===== src/rtl/xbus_pkg.sv =====
`timescale 1ns/1ps
package xbus_pkg;
  typedef enum logic [1:0] {
    K_FETCH = 2'b00,
    K_DRD   = 2'b01,
    K_DWR   = 2'b10,
    K_NONE  = 2'b11
  } kind_e;

  typedef enum logic [2:0] {
    PH_IDLE = 3'd0,
    PH_ADDR = 3'd1,
    PH_HOLD = 3'd2,
    PH_TURN = 3'd3,
    PH_STRB = 3'd4,
    PH_REL  = 3'd5
  } phase_e;
endpackage


===== src/rtl/xbus_phase_fsm.sv =====
`timescale 1ns/1ps
module xbus_phase_fsm
  import xbus_pkg::*;
(
  input  logic   clk,
  input  logic   rst_n,
  input  logic   start,
  output phase_e phase
);
  phase_e phase_q, phase_d;

  always_comb begin
    phase_d = phase_q;
    unique case (phase_q)
      PH_IDLE: if (start) phase_d = PH_ADDR;
      PH_ADDR: phase_d = PH_HOLD;
      PH_HOLD: phase_d = PH_TURN;
      PH_TURN: phase_d = PH_STRB;
      PH_STRB: phase_d = PH_REL;
      PH_REL:  phase_d = PH_IDLE;
      default: phase_d = PH_IDLE;
    endcase
  end

  always_ff @(posedge clk or negedge rst_n) begin
    if (!rst_n) phase_q <= PH_IDLE;
    else        phase_q <= phase_d;
  end

  assign phase = phase_q;

  // a started cycle always walks forward into the address phase
  p_start_enters_addr_r2: assert property (@(posedge clk) disable iff (!rst_n)
    (phase_q == PH_IDLE && start) |=> (phase_q == PH_ADDR));
endmodule


===== src/rtl/xbus_pins.sv =====
`timescale 1ns/1ps
module xbus_pins
  import xbus_pkg::*;
#(
  parameter int AW = 16,
  parameter int DW = 8
) (
  input  phase_e          phase,
  input  logic [1:0]      kind,
  input  logic [AW-1:0]   addr,
  input  logic [DW-1:0]   wdata,
  output logic            ale,
  output logic            prog_rd_n,
  output logic            data_rd_n,
  output logic            data_wr_n,
  output logic [DW-1:0]   port_lo_out,
  output logic            port_lo_oe,
  output logic [AW-DW-1:0] port_hi
);
  logic addr_phase, data_phase, is_wr;

  always_comb begin
    addr_phase  = (phase == PH_ADDR) || (phase == PH_HOLD);
    data_phase  = (phase == PH_TURN) || (phase == PH_STRB) || (phase == PH_REL);
    is_wr       = (kind == K_DWR);
    ale         = (phase == PH_ADDR);
    port_lo_out = addr_phase ? addr[DW-1:0] : wdata;
    port_lo_oe  = addr_phase || (data_phase && is_wr);
    prog_rd_n   = !((phase == PH_STRB) && (kind == K_FETCH));
    data_rd_n   = !((phase == PH_STRB) && (kind == K_DRD));
    data_wr_n   = !((phase == PH_STRB) && is_wr);
    port_hi     = addr[AW-1:DW];
  end
endmodule


===== src/rtl/xbus_ctrl.sv =====
`timescale 1ns/1ps
module xbus_ctrl
  import xbus_pkg::*;
#(
  parameter int AW     = 16,
  parameter int DW     = 8,
  parameter int ROM_AW = 12
) (
  input  logic              clk,
  input  logic              rst_n,
  input  logic              int_rom_en,
  input  logic              req_valid,
  input  logic [1:0]        req_kind,
  input  logic [AW-1:0]     req_addr,
  input  logic [DW-1:0]     req_wdata,
  output logic              req_ready,
  output logic              resp_valid,
  output logic [DW-1:0]     resp_data,
  output logic [ROM_AW-1:0] rom_addr,
  input  logic [DW-1:0]     rom_rdata,
  output logic              ale,
  output logic              prog_rd_n,
  output logic              data_rd_n,
  output logic              data_wr_n,
  output logic [DW-1:0]     port_lo_out,
  output logic              port_lo_oe,
  input  logic [DW-1:0]     port_lo_in,
  output logic [AW-DW-1:0]  port_hi
);
  localparam int HW = AW - ROM_AW;

  // reset: asserted asynchronously, released through two flops
  logic rst_s1_q, rst_s_n;
  always_ff @(posedge clk or negedge rst_n) begin
    if (!rst_n) begin
      rst_s1_q <= 1'b0;
      rst_s_n  <= 1'b0;
    end else begin
      rst_s1_q <= 1'b1;
      rst_s_n  <= rst_s1_q;
    end
  end

  phase_e          phase;
  logic            accept, int_hit, start_ext, load_req;
  logic [1:0]      kind_q;
  logic [AW-1:0]   addr_q;
  logic [DW-1:0]   wdata_q;
  logic            resp_v_d;
  logic [DW-1:0]   resp_data_d;

  always_comb begin
    req_ready   = (phase == PH_IDLE);
    accept      = req_ready && req_valid && (req_kind != K_NONE);
    int_hit     = int_rom_en && (req_kind == K_FETCH) &&
                  (req_addr[AW-1:ROM_AW] == {HW{1'b0}});
    start_ext   = accept && !int_hit;
    load_req    = start_ext;
    rom_addr    = req_addr[ROM_AW-1:0];
    resp_v_d    = (accept && int_hit) ||
                  ((phase == PH_STRB) && (kind_q != K_DWR));
    resp_data_d = (accept && int_hit) ? rom_rdata : port_lo_in;
  end

  always_ff @(posedge clk or negedge rst_s_n) begin
    if (!rst_s_n) begin
      kind_q  <= K_NONE;
      addr_q  <= '0;
      wdata_q <= '0;
    end else if (load_req) begin
      kind_q  <= req_kind;
      addr_q  <= req_addr;
      wdata_q <= req_wdata;
    end
  end

  always_ff @(posedge clk or negedge rst_s_n) begin
    if (!rst_s_n) begin
      resp_valid <= 1'b0;
      resp_data  <= '0;
    end else begin
      resp_valid <= resp_v_d;
      if (resp_v_d) resp_data <= resp_data_d;
    end
  end

  xbus_phase_fsm u_fsm (
    .clk   (clk),
    .rst_n (rst_s_n),
    .start (start_ext),
    .phase (phase)
  );

  xbus_pins #(.AW(AW), .DW(DW)) u_pins (
    .phase       (phase),
    .kind        (kind_q),
    .addr        (addr_q),
    .wdata       (wdata_q),
    .ale         (ale),
    .prog_rd_n   (prog_rd_n),
    .data_rd_n   (data_rd_n),
    .data_wr_n   (data_wr_n),
    .port_lo_out (port_lo_out),
    .port_lo_oe  (port_lo_oe),
    .port_hi     (port_hi)
  );

  // pin protocol checks
  logic strb_act;
  assign strb_act = !(prog_rd_n && data_rd_n && data_wr_n);

  p_one_strobe_r7: assert property (@(posedge clk) disable iff (!rst_s_n)
    $countones({~prog_rd_n, ~data_rd_n, ~data_wr_n}) <= 1);
  p_idle_quiet_r1: assert property (@(posedge clk) disable iff (!rst_s_n)
    req_ready |-> (!strb_act && !ale && !port_lo_oe));
  p_ale_one_clk_r2: assert property (@(posedge clk) disable iff (!rst_s_n)
    ale |=> !ale);
  p_ale_drives_r2: assert property (@(posedge clk) disable iff (!rst_s_n)
    ale |-> port_lo_oe);
  p_hold_after_ale_r3: assert property (@(posedge clk) disable iff (!rst_s_n)
    ale |=> (port_lo_oe && !strb_act));
  p_strobe_spacing_r4: assert property (@(posedge clk) disable iff (!rst_s_n)
    $rose(strb_act) |-> $past(ale, 3));
  p_strobe_one_clk_r4: assert property (@(posedge clk) disable iff (!rst_s_n)
    strb_act |=> !strb_act);
  p_read_released_r4: assert property (@(posedge clk) disable iff (!rst_s_n)
    (!prog_rd_n || !data_rd_n) |-> !port_lo_oe);
  p_write_driven_r6: assert property (@(posedge clk) disable iff (!rst_s_n)
    !data_wr_n |-> port_lo_oe);
  p_hi_stable_r8: assert property (@(posedge clk) disable iff (!rst_s_n)
    (!req_ready && $past(!req_ready)) |-> $stable(port_hi));
  p_busy_five_r12: assert property (@(posedge clk) disable iff (!rst_s_n)
    $rose(ale) |-> $past(req_ready));
endmodule


===== config.mk =====
export PLATFORM = sky130hd
export DESIGN_NAME = xbus_ctrl
export DESIGN_NICKNAME = d
export VERILOG_FILES = /design/src/rtl/xbus_pkg.sv /design/src/rtl/xbus_phase_fsm.sv /design/src/rtl/xbus_pins.sv /design/src/rtl/xbus_ctrl.sv
export SDC_FILE = /design/constraint.sdc
export NUM_CORES = 1
export LEC_CHECK = 0
export ABC_CLOCK_PERIOD_IN_PS = 1400
export CAP_MARGIN = 40
export CELL_PAD_IN_SITES_DETAIL_PLACEMENT = 0
export CELL_PAD_IN_SITES_GLOBAL_PLACEMENT = 2
export CORE_UTILIZATION = 23
export DETAILED_ROUTE_END_ITERATION = 6
export PLACE_DENSITY_LB_ADDON = 0.1
export SYNTH_ARGS = -nofsm -noshare
export SYNTH_HDL_FRONTEND = slang
export SYNTH_SLANG_ARGS = --single-unit
export TNS_END_PERCENT = 20

===== constraint.sdc =====
create_clock -name clk -period 1.4 [get_ports clk]
set_input_delay 0.14 -clock clk [delete_from_list [all_inputs] [get_ports clk]]
set_output_delay 0.14 -clock clk [all_outputs]
set_load 0.1 [all_outputs]

# Yosys cells after proc, flatten, opt, wreduce, memory -nomap -nowiden
# Cells that the tools add are included.
dict set report classes {
  eq_ne 10
  mux 4
  reduce_logical 24
}
# op count
set op_table {}
lappend op_table {{8-bit two-way mux} 2}
lappend op_table {{3-bit one-hot mux with 5 select lines} 1}
lappend op_table {{1-bit logical AND} 11}
lappend op_table {{3-bit by 2-bit == test with 1-bit output (second input constant)} 2}
lappend op_table {{3-bit == test (second input constant)} 2}
lappend op_table {{1-bit logical OR} 5}
lappend op_table {{1-bit logical NOT} 4}
lappend op_table {{2-bit logical NOT} 2}
lappend op_table {{4-bit logical NOT} 1}
lappend op_table {{2-bit inequality test (second input constant)} 2}
lappend op_table {{3-bit by 1-bit == test with 1-bit output (second input constant)} 1}
lappend op_table {{3-bit logical NOT} 1}
lappend op_table {{3-bit two-way mux} 1}
lappend op_table {{2-bit by 1-bit == test with 1-bit output (second input constant)} 1}
lappend op_table {{2-bit == test (second input constant)} 1}
lappend op_table {{2-bit by 1-bit inequality test with 1-bit output (second input constant)} 1}
dict set report word_totals {
  register_bits 40
  inputBits 46
  output_inout_bits 43
}

# Logic depth before layout (Yosys ltp)
dict set report logic_depth {
  depth_word 7
  ltp_mapped 7
  depth_no_buf 4
}

# By module
# Synthesis repeated with hierarchy kept, for this count alone.
dict set report unflattened {
  cells_unflattened 154
  area_unflattened_um2 2037.0
}
# mod n_inst cells_per_inst area_per_inst_um2
set by_module_without_submodules {}
lappend by_module_without_submodules {xbus_ctrl 1 117 1686.6}
lappend by_module_without_submodules {xbus_pins 1 27 234.0}
lappend by_module_without_submodules {xbus_phase_fsm 1 10 116.4}

# Worst setup path after synthesis
# Ideal clock, no wire load.
dict set report synth_path {
  kind {register -> output}
  from {reg u_fsm.phase_q[0], in the netlist u_fsm.phase[0]}
  to {out port_lo_oe}
  arrival_time_ns 4.061
  required_time_ns 1.260
  path_slack_ns -2.801
  stages_incl_launch_ff 4
  n_path_buf 1
  cell_sequence {dfrtp_1 buf_2 nor3_1 a221oi_1}
}
dict set report synth_between {
  elab_chain_len 5
  word_cells_on_any_way 10
  classes_between {5 x eq/ne; 5 x reduce/logical}
}
# element line_no
set synth_rtl {}
lappend synth_rtl {{start, declared} xbus_phase_fsm.sv:10} ;# phase_e phase_q, phase_d;
lappend synth_rtl {{start signal, assigned} xbus_phase_fsm.sv:27} ;# else phase_q <= phase_d;
lappend synth_rtl {{3-bit by 2-bit == test with 1-bit output or 3-bit == test (tied branches)} xbus_pins.sv:24} ;# data_phase = (phase == PH_TURN) || (phase == PH_STRB) || (phase == PH_REL);
lappend synth_rtl {{1-bit logical OR (2 in series)} xbus_pins.sv:24}
lappend synth_rtl {{1-bit logical AND} xbus_pins.sv:28} ;# port_lo_oe = addr_phase || (data_phase && is_wr);
lappend synth_rtl {{1-bit logical OR *} xbus_pins.sv:28}
lappend synth_rtl {{end, declared} xbus_ctrl.sv:26} ;# output logic port_lo_oe,
# Every way passes the cells marked *; elsewhere a longest branch is shown, timed or not.

# Worst setup path after layout
dict set report layout_path {
  from {reg u_fsm.phase_q[1], in the netlist u_fsm.phase[1]}
  to {out prog_rd_n}
}
dict set report layout_between {
  elab_chain_len 3
}
# element line_no
set layout_rtl {}
lappend layout_rtl {{3-bit == test} xbus_pins.sv:29} ;# prog_rd_n = !((phase == PH_STRB) && (kind == K_FETCH));
lappend layout_rtl {{1-bit logical AND} xbus_pins.sv:29}
lappend layout_rtl {{1-bit logical NOT} xbus_pins.sv:29}
lappend layout_rtl {{end, declared} xbus_ctrl.sv:22} ;# output logic prog_rd_n,
# Every way passes these cells.

==> flow_summary.json <==
{
  "period_share_pct": 132.4,
  "path_clk_slew_ns": 0.08,
  "holdWs_ns": 0.2249,
  "place_hpwl_um": 3686,
  "syn_nets": 200,
  "synth_top_area_share_pct": 47.15,
  "ys.flop_type": "dfrtp_1",
  "placed_area_sq_um": 3496,
  "grt.overflow.total": 0,
  "root_buffer": "clkbuf_8",
  "clkLatencyLatePin_ns": 0.29,
  "rr_worst_depth": 5,
  "synthArstFlopShare_pct": 100.0,
  "detail-route-antenna-nets": 0,
  "grt_pass1_wl_um": 7500,
  "clockBufferDepth": 2,
  "r2r_end": "wdata_q[0]",
  "tns_ns": -13.71,
  "worst-setup-path-type": "reg2out",
  "path_delay_family": "simple AND/OR/NAND/NOR gates",
  "cp.arrival_ns": 1.71,
  "drt_iter0_drc": 23,
  "setup_viol": 50,
  "route.detailed.drc": 0,
  "rsz0062_at_grt": "yes",
  "grt_max_degree": 21,
  "fmax_mhz": 539.4,
  "synth-seq-cells": 40,
  "synth_area_per_cell_sq_um": 13.10,
  "synth_area_leaders": "dfrtp_1, mux2_4, mux2_2, buf_4, mux2i_1",
  "synth_top_cell_by_area": "dfrtp_1",
  "area_growth_pct": 83.87,
  "start_kind": "register",
  "netlist_area_sq_um": 2017,
  "status": "finished with violations",
  "crit_fanout": 5,
  "reg2reg_from": "u_fsm.phase[0]",
  "fin_area_sq_um": 3709,
  "drive_gt1_share_pct": 50.62,
  "synth_cell_types": 30,
  "worst-path-buf-inv": 1,
  "layout.nets": 288,
  "wirelength_um": 4734,
  "routedWlPerCell_um": 13.60,
  "antenna_found_initial": 0,
  "cts_tree": "yes",
  "htreeDepth": 2,
  "place_inst": 336,
  "die_w_um": 95.65,
  "hold_viol": 0,
  "drv_slew": 0,
  "row_count": 33,
  "fin_crit_ns": 1.854,
  "numPortBuffers": 88,
  "crit_path_top_delay_cell": "dfrtp_2",
  "coreArea_sq_um": 8341,
  "final_common_cell": "buf_12",
  "start_util_pct": 24.18,
  "cts_sinks": 40,
  "antenna_cells": 0,
  "slowest_delay_ns": 0.45,
  "die_y_um": 95.65,
  "rrSetupSlack_ns": -0.26,
  "drt-vias-per-instance": 4.124,
  "netlist_instances": 154,
  "cts_made_buffers": 5,
  "vias": 1435,
  "cp-end-kind": "primary output",
  "place_congestion": 0.6460,
  "ys_warn_count": 0,
  "finalWorstSetupSlack_ns": -0.4539,
  "grt_usage_pct": 11.02,
  "stdcell_count": 348,
  "grt_pass1_vias": 1542,
  "dr.pass1.iters": 2,
  "dieArea_sq_um": 9148,
  "hp-class": "reg2async",
  "synth-edff-count": 0,
  "synth-seq-area-share_pct": 49.75,
  "violations": "setup timing",
  "critPathRequiredTime_ns": 1.26,
  "skew_ns": 0.007317,
  "ios": 89,
  "cap_violations": 0,
  "layout_common_cells": "buf_12, clkdlybuf4s50_1, dfrtp_1, mux2_4, nand2_1",
  "path_cells": "or3b_4, or3_4, buf_12"
}
## cell type report
type | count | area [sq um]
Tap cell | 105 | 131.4
Sequential cell | 40 | 1007
Multi-Input combinational cell | 85 | 884.6
Clock inverter | 3 | 42.54
Clock buffer | 5 | 68.82
Inverter | 1 | 3.754
Fill cell | 771 | 4632
Timing Repair Buffer | 109 | 1570
## metrics by stage
| stage | setup slack, ns | utilization (%) |
|---|---|---|
| 2_1_floorplan | -1.803 | - |
| 6_report | -0.4539 | 44.46 |
| 3_5_place_dp | -0.4900 | 41.91 |
| 4_1_cts | -0.4696 | 44.18 |
| 5_1_grt | -0.5096 | 44.46 |
| 3_3_place_gp | -0.4733 | 41.91 |
## metal layers
metal	part of all wire [%]	global-route usage, %
met1	42	13.07
met3	7.2	3.509
met5	0	0
met4	1.7	4.851
met2	49	18.21
## cell families after synthesis
logic type / share of synthesized area, %
DFF: 49.75
muxes: 26.49
xor gates and xnor gates: 0.4343
and+or+nand+nor: 8.375
AOI/OAI and AO/OA: 3.660
buffers and inverters: 11.10
other: 0.1859
## registers in the layout, summed over array words and instances, names as in the netlist
name,flops
addr_q,16
resp_valid,1
kind_q,2
wdata_q,8
rst_s1_q,1
resp_data,8
rst_s_n,1
u_fsm.phase,3
## what timing repair did
item                                    4_1_cts  5_1_grt
endpoints found under the setup margin       50       50
hold buffers                                  1        0
resized for setup                            16        6
endpoints found under the hold margin         2        0
pin swaps                                     3        2
setup buffers                                 3        0
## synth_stat cells (2+ instances only)
cell type,instances
o21ai_0,8
buf_6,4
nor2_1,3
buf_4,22
mux2_2,15
mux2i_1,8
nand2b_1,2
mux2_4,19
a21o_1,2
nand2_1,12
buf_2,2
dfrtp_1,38
dfstp_2,2
## how the worst max path moves through the flow
stage	start	endpoint	slack, ns	cells after the start
floorplan	kind_q[1]	port_lo_oe	-1.80	3
global placement	req_addr[15]	addr_q[9]	-0.47	7
detailed placement	req_addr[13]	addr_q[10]	-0.49	7
CTS	u_fsm.phase[0]	port_lo_out[7]	-0.47	5
global route	u_fsm.phase[0]	port_lo_out[2]	-0.51	5
finish	u_fsm.phase[1]	prog_rd_n	-0.45	3
Power is left out: the tool's default activity adds up to more than one toggle a clock period on the data nets, which glitch-free logic cannot reach.
